--- src/rtl/tag_fault_status.sv ---
module tag_fault_status #(
  parameter int DATA_W  = 64,
  parameter int ADDR_W  = 64,
  parameter int SEL_BIT = 55
) (
  input  logic              clk,
  input  logic              rst_n,
  input  logic              fault_valid,
  input  logic [ADDR_W-1:0] fault_addr,
  input  logic              host_mode,
  input  logic              sw_wr_en,
  input  logic [DATA_W-1:0] sw_wr_data,
  output logic [DATA_W-1:0] rd_data
);
  localparam int RSVD_W = DATA_W - 2;

  logic lo_q, hi_q;
  logic lo_hit, hi_hit, lo_base, hi_base;

  assign lo_hit  = fault_valid & ~fault_addr[SEL_BIT];
  assign hi_hit  = fault_valid &  fault_addr[SEL_BIT] & host_mode;
  assign lo_base = sw_wr_en ? sw_wr_data[0] : lo_q;
  assign hi_base = (sw_wr_en && host_mode) ? sw_wr_data[1] : hi_q;

  always_ff @(posedge clk) begin
    if (!rst_n) begin
      lo_q <= 1'b0;
      hi_q <= 1'b0;
    end else begin
      lo_q <= lo_base | lo_hit;
      hi_q <= hi_base | hi_hit;
    end
  end

  assign rd_data = {{RSVD_W{1'b0}}, hi_q & host_mode, lo_q};

  a_r2_low_fault_sets: assert property (@(posedge clk) disable iff (!rst_n)
    fault_valid && !fault_addr[SEL_BIT] |=> rd_data[0]);
  a_r3_high_fault_sets: assert property (@(posedge clk) disable iff (!rst_n)
    fault_valid && fault_addr[SEL_BIT] && host_mode |=> hi_q);
  a_r4_high_frozen: assert property (@(posedge clk) disable iff (!rst_n)
    !host_mode |=> $stable(hi_q));
  a_r5_low_sticky: assert property (@(posedge clk) disable iff (!rst_n)
    lo_q && !sw_wr_en |=> lo_q);
  a_r7_fault_beats_write: assert property (@(posedge clk) disable iff (!rst_n)
    sw_wr_en && !sw_wr_data[0] && fault_valid && !fault_addr[SEL_BIT] |=> lo_q);
endmodule

--- config.mk ---
export PLATFORM = sky130hd
export DESIGN_NAME = tag_fault_status
export DESIGN_NICKNAME = d
export VERILOG_FILES = /design/src/rtl/tag_fault_status.sv
export SDC_FILE = /design/constraint.sdc
export NUM_CORES = 1
export LEC_CHECK = 0
export ABC_AREA = 1
export BUFFER_PORTS_ARGS = -buffer_cell sky130_fd_sc_hd__buf_2
export CAP_MARGIN = 10
export CORE_AREA = 2 2 76 78
export DETAILED_ROUTE_END_ITERATION = 8
export DIE_AREA = 0 0 78 80
export MAX_ROUTING_LAYER = met4
export PLACE_DENSITY = 0.56
export SLEW_MARGIN = 30
export SYNTH_ARGS = -nofsm -noshare
export SYNTH_HDL_FRONTEND = slang
export SYNTH_SLANG_ARGS = --single-unit
--- constraint.sdc ---
create_clock -name clk -period 0.8 [get_ports clk]
set_clock_uncertainty 0.1 [all_clocks]
set_input_delay 0.16 -clock clk [delete_from_list [all_inputs] [get_ports clk]]
set_output_delay 0.16 -clock clk [all_outputs]
set_load 0.05 [all_outputs]
### Word-level counts from Yosys, hierarchy flattened

Index checks and enable logic that the tools add are counted.

* logic and storage cells: 12
* register bits: 2
* input port bits: 133

* reduce and logical (&&, ||, !) cells: 1
* bitwise logic cells: 7
* mux-type cells: 2

Operator list (number)
* 1-bit bitwise AND: 4
* 1-bit 2-to-1 mux: 2
* 1-bit OR: 2
* 1-bit logical AND: 1
* 1-bit NOT: 1

### Depth between registers and ports, before layout

* depth in word-level cells: 3
* depth in mapped cells: 5

### Least setup slack after synthesis

Ideal clock, no wire load.

* kind: register to output
* from: register hi_q
* to: output rd_data[1]
* data arrival time: 0.655 ns
* cell stages (with the launch flop): 3
* slack: -0.115 ns
* path buffers: 0
* cells stage by stage: dfxtp_1 nand2_1 inv_1

* word-level cells in the longest chain between the ends: 1

Ends and longest elaborated chain
* start: declaration: line 17 `logic lo_q, hi_q;`
* start signal: assignment: line 31 `hi_q <= hi_base | hi_hit;`
* 1-bit bitwise AND: line 35 `assign rd_data = {{RSVD_W{1'b0}}, hi_q & host_mode, lo_q};`
* end: declaration: line 13 `output logic [DATA_W-1:0] rd_data`

No other way between the ends.

### Final worst setup path

Ends and elaborated chain as after synthesis.

==> results.sh <==
export IMPL_outcome="complete, but fails checks"
export IMPL_violations="negative setup slack"
export IMPL_clk_latency_ns=0.21
export IMPL_gp_congestion=0.500
export IMPL_grt_pass1_wl_um=717
export IMPL_postCtsSetupRepairBufs=0
export IMPL_power_internal_w=0.000465
export IMPL_min_period_ns=1.07
export IMPL_drt_wirelength_per_cell_um=3.96
export IMPL_nets=228
export IMPL_core_area_sq_mm=0.00541
export IMPL_start_util=0.108
export IMPL_synthDistinctLibCells=6
export IMPL_regArea_sq_um=41.3
export IMPL_path_clk_slew_ns=0.03
export IMPL_synth_seq_cells=2
export IMPL_syn_inst=83
export IMPL_chipHeight_um=80
export IMPL_setup_viol=2
export IMPL_seq_power_share=0.093
export IMPL_timing_critical_path_buf_inv=2
export IMPL_p_comb_frac=0.587
export IMPL_period_share=1.33
export IMPL_grt_overflow_total=0
export IMPL_wl_um=653
export IMPL_postLayoutSetupSlackWorst_ns=-0.268
export IMPL_rsz0062_at_grt="yes"
export IMPL_fmax_ghz=0.937
export IMPL_crit_slowest_cell="dfxtp_1"
export IMPL_avgViaCountPerCell=1.95
export IMPL_cts_tree="done"
export IMPL_startpoint_type="flop"
export IMPL_finalHoldViolations=0
export IMPL_avgSynthCellArea_sq_um=7.05
export IMPL_end_kind="primary output"
export IMPL_slowest_delay_ns=0.33
export IMPL_clkSinkCount=2
export IMPL_finalSetupTns_ns=-0.407
export IMPL_n_antenna_cell=0
export IMPL_dr_total_vias=321
export IMPL_cts_root_buf="clkbuf_8"
export IMPL_hold_class="input port to flop"
export IMPL_initialDrtViolationCount=2
export IMPL_final_util=0.100
export IMPL_hpwlAfterDp_um=595
export IMPL_drive_above_1_share=0.161
export IMPL_critPathKind="flop to primary output"
export IMPL_firstDrtPassIters=4
export IMPL_place_port_buffers=9
export IMPL_critPathMaxFanout=2
export IMPL_grt_antenna_before_repair=0
export IMPL_peakVddDrop_v=0.000348
export IMPL_yosysWarnings=0
export IMPL_swShare=0.621
export IMPL_multiInputGateArea_sq_um=285
export IMPL_die_x_um=78
export IMPL_htree_levels=1
export IMPL_crit_required_ns=0.54
export IMPL_grt_max_degree=5
export IMPL_path_cells="nand2_2 -> clkinvlp_4 -> buf_6"
export IMPL_synth_area_sq_um=586
export IMPL_drc=0
export IMPL_power_leakage_nw=0.332
export IMPL_synth_seq_area_share=0.0684
export IMPL_areaGrowthSynthToFinish_pct=-7.48
export IMPL_maxCapViolCount=0
export IMPL_grt_use_total=0.0215
export IMPL_dieArea_sq_mm=0.00624
export IMPL_ios=197
export IMPL_grt_pass1_vias=185
export IMPL_rows=27
export IMPL_nFillCells=658
export IMPL_cts_path_max_buffers=2
export IMPL_power_frac_clock=0.319
export IMPL_crit_family="flip-flops"
export IMPL_ant_nets=0
export IMPL_cts_made_buffers=3
export IMPL_p_per_area_mw_per_mm2=2260
export IMPL_drv_slew=0
export IMPL_power_switching_w=0.000761
export IMPL_cts_hold_buf=0
export IMPL_cp_arrival_ns=0.81
[sequential cells by signal (all words and copies together) (netlist names)]
name  flops
hi_q      1
lo_q      1
[logic make-up after synthesis]
| group | share of synthesized area |
|---|---|
| flops | 0.0684 |
| simple gates | 0.0855 |
| buf+inv | 0.840 |
| other cells | 0.00640 |
[worst reg2reg max path: stages, from the launching register on]
cell     delay [ns]
dfxtp_2        0.31
nand2_1        0.05
nand3_1        0.06
nand2_1        0.06
inv_1          0.03
[metrics by stage]
| step | area [sq um] | worst slack [ns] | hold slack (ns) | instances | total power, W |
|---|---|---|---|---|---|
| 2_1_floorplan | 821 | -0.0525 | 0.158 | 144 | 0.00103 |
| 3_3_place_gp | 483 | -0.138 | 0.266 | 162 | 0.000815 |
| 3_5_place_dp | 483 | -0.146 | 0.268 | 162 | 0.000816 |
| 4_1_cts | 542 | -0.276 | 0.0516 | 165 | 0.00123 |
| 5_1_grt | 542 | -0.297 | 0.0713 | 165 | 0.00128 |
| 6_report | 542 | -0.268 | 0.0483 | 165 | 0.00123 |
[layout by cell type, fill, tap and decap left out, drive strengths merged]
cell and n:
conb 62, buf 9, nand2 8, inv 4
nand3 4, clkbuf 3, dfxtp 2, clkinvlp 1
[timing repair]
| action | 4_1_cts | 5_1_grt |
|---|---|---|
| endpoints found under the hold margin | 0 | 0 |
| gates resized for setup | 6 | 0 |
| pin swaps | 0 | 3 |
| endpoints found under the setup margin | 2 | 3 |
[final cells by class]
cell class,instances,share of cell area
Inverter,5,0.0416
Sequential cell,2,0.0762
Tap cell,72,0.166
Timing Repair Buffer,9,0.113
Multi-Input combinational cell,74,0.527
Clock buffer,3,0.0762
[layer usage]
layer / global-route usage / vias up / share of wire
met4: 0.0263 / 0 / 0.032
met3: 0.0351 / 4 / 0.32
met1: 0.00941 / 131 / 0.20
met2: 0.0241 / 43 / 0.45
met5: - / - / 0
li1: - / 143 / -
[final timing paths]
path         cells past startpoint  slack, ns              end       startpoint
max                              3      -0.27       rd_data[1]  hi_q$_SDFF_PN0_
min                              3       0.05  lo_q$_SDFF_PN0_            rst_n
max reg2reg                      4       0.07  lo_q$_SDFF_PN0_  lo_q$_SDFF_PN0_
min reg2reg                      4       0.46  hi_q$_SDFF_PN0_  hi_q$_SDFF_PN0_
[Yosys cell counts]
cell | n | area share
buf_4 | 63 | 0.81
conb_1 | 1 | 0.0064
dfxtp_1 | 2 | 0.068
inv_1 | 5 | 0.032
nand2_1 | 8 | 0.051
nand3_1 | 4 | 0.034
[power groups by stage]
stage / clock [W] / combinational, W / sequential (W)
2_1_floorplan: 0 / 0.000917 / 0.000113
3_3_place_gp: 0 / 0.000702 / 0.000113
3_5_place_dp: 0 / 0.000703 / 0.000113
4_1_cts: 0.000404 / 0.000714 / 0.000115
5_1_grt: 0.000423 / 0.000745 / 0.000116
6_report: 0.000391 / 0.000720 / 0.000114
(Power assumes the default switching activity.)
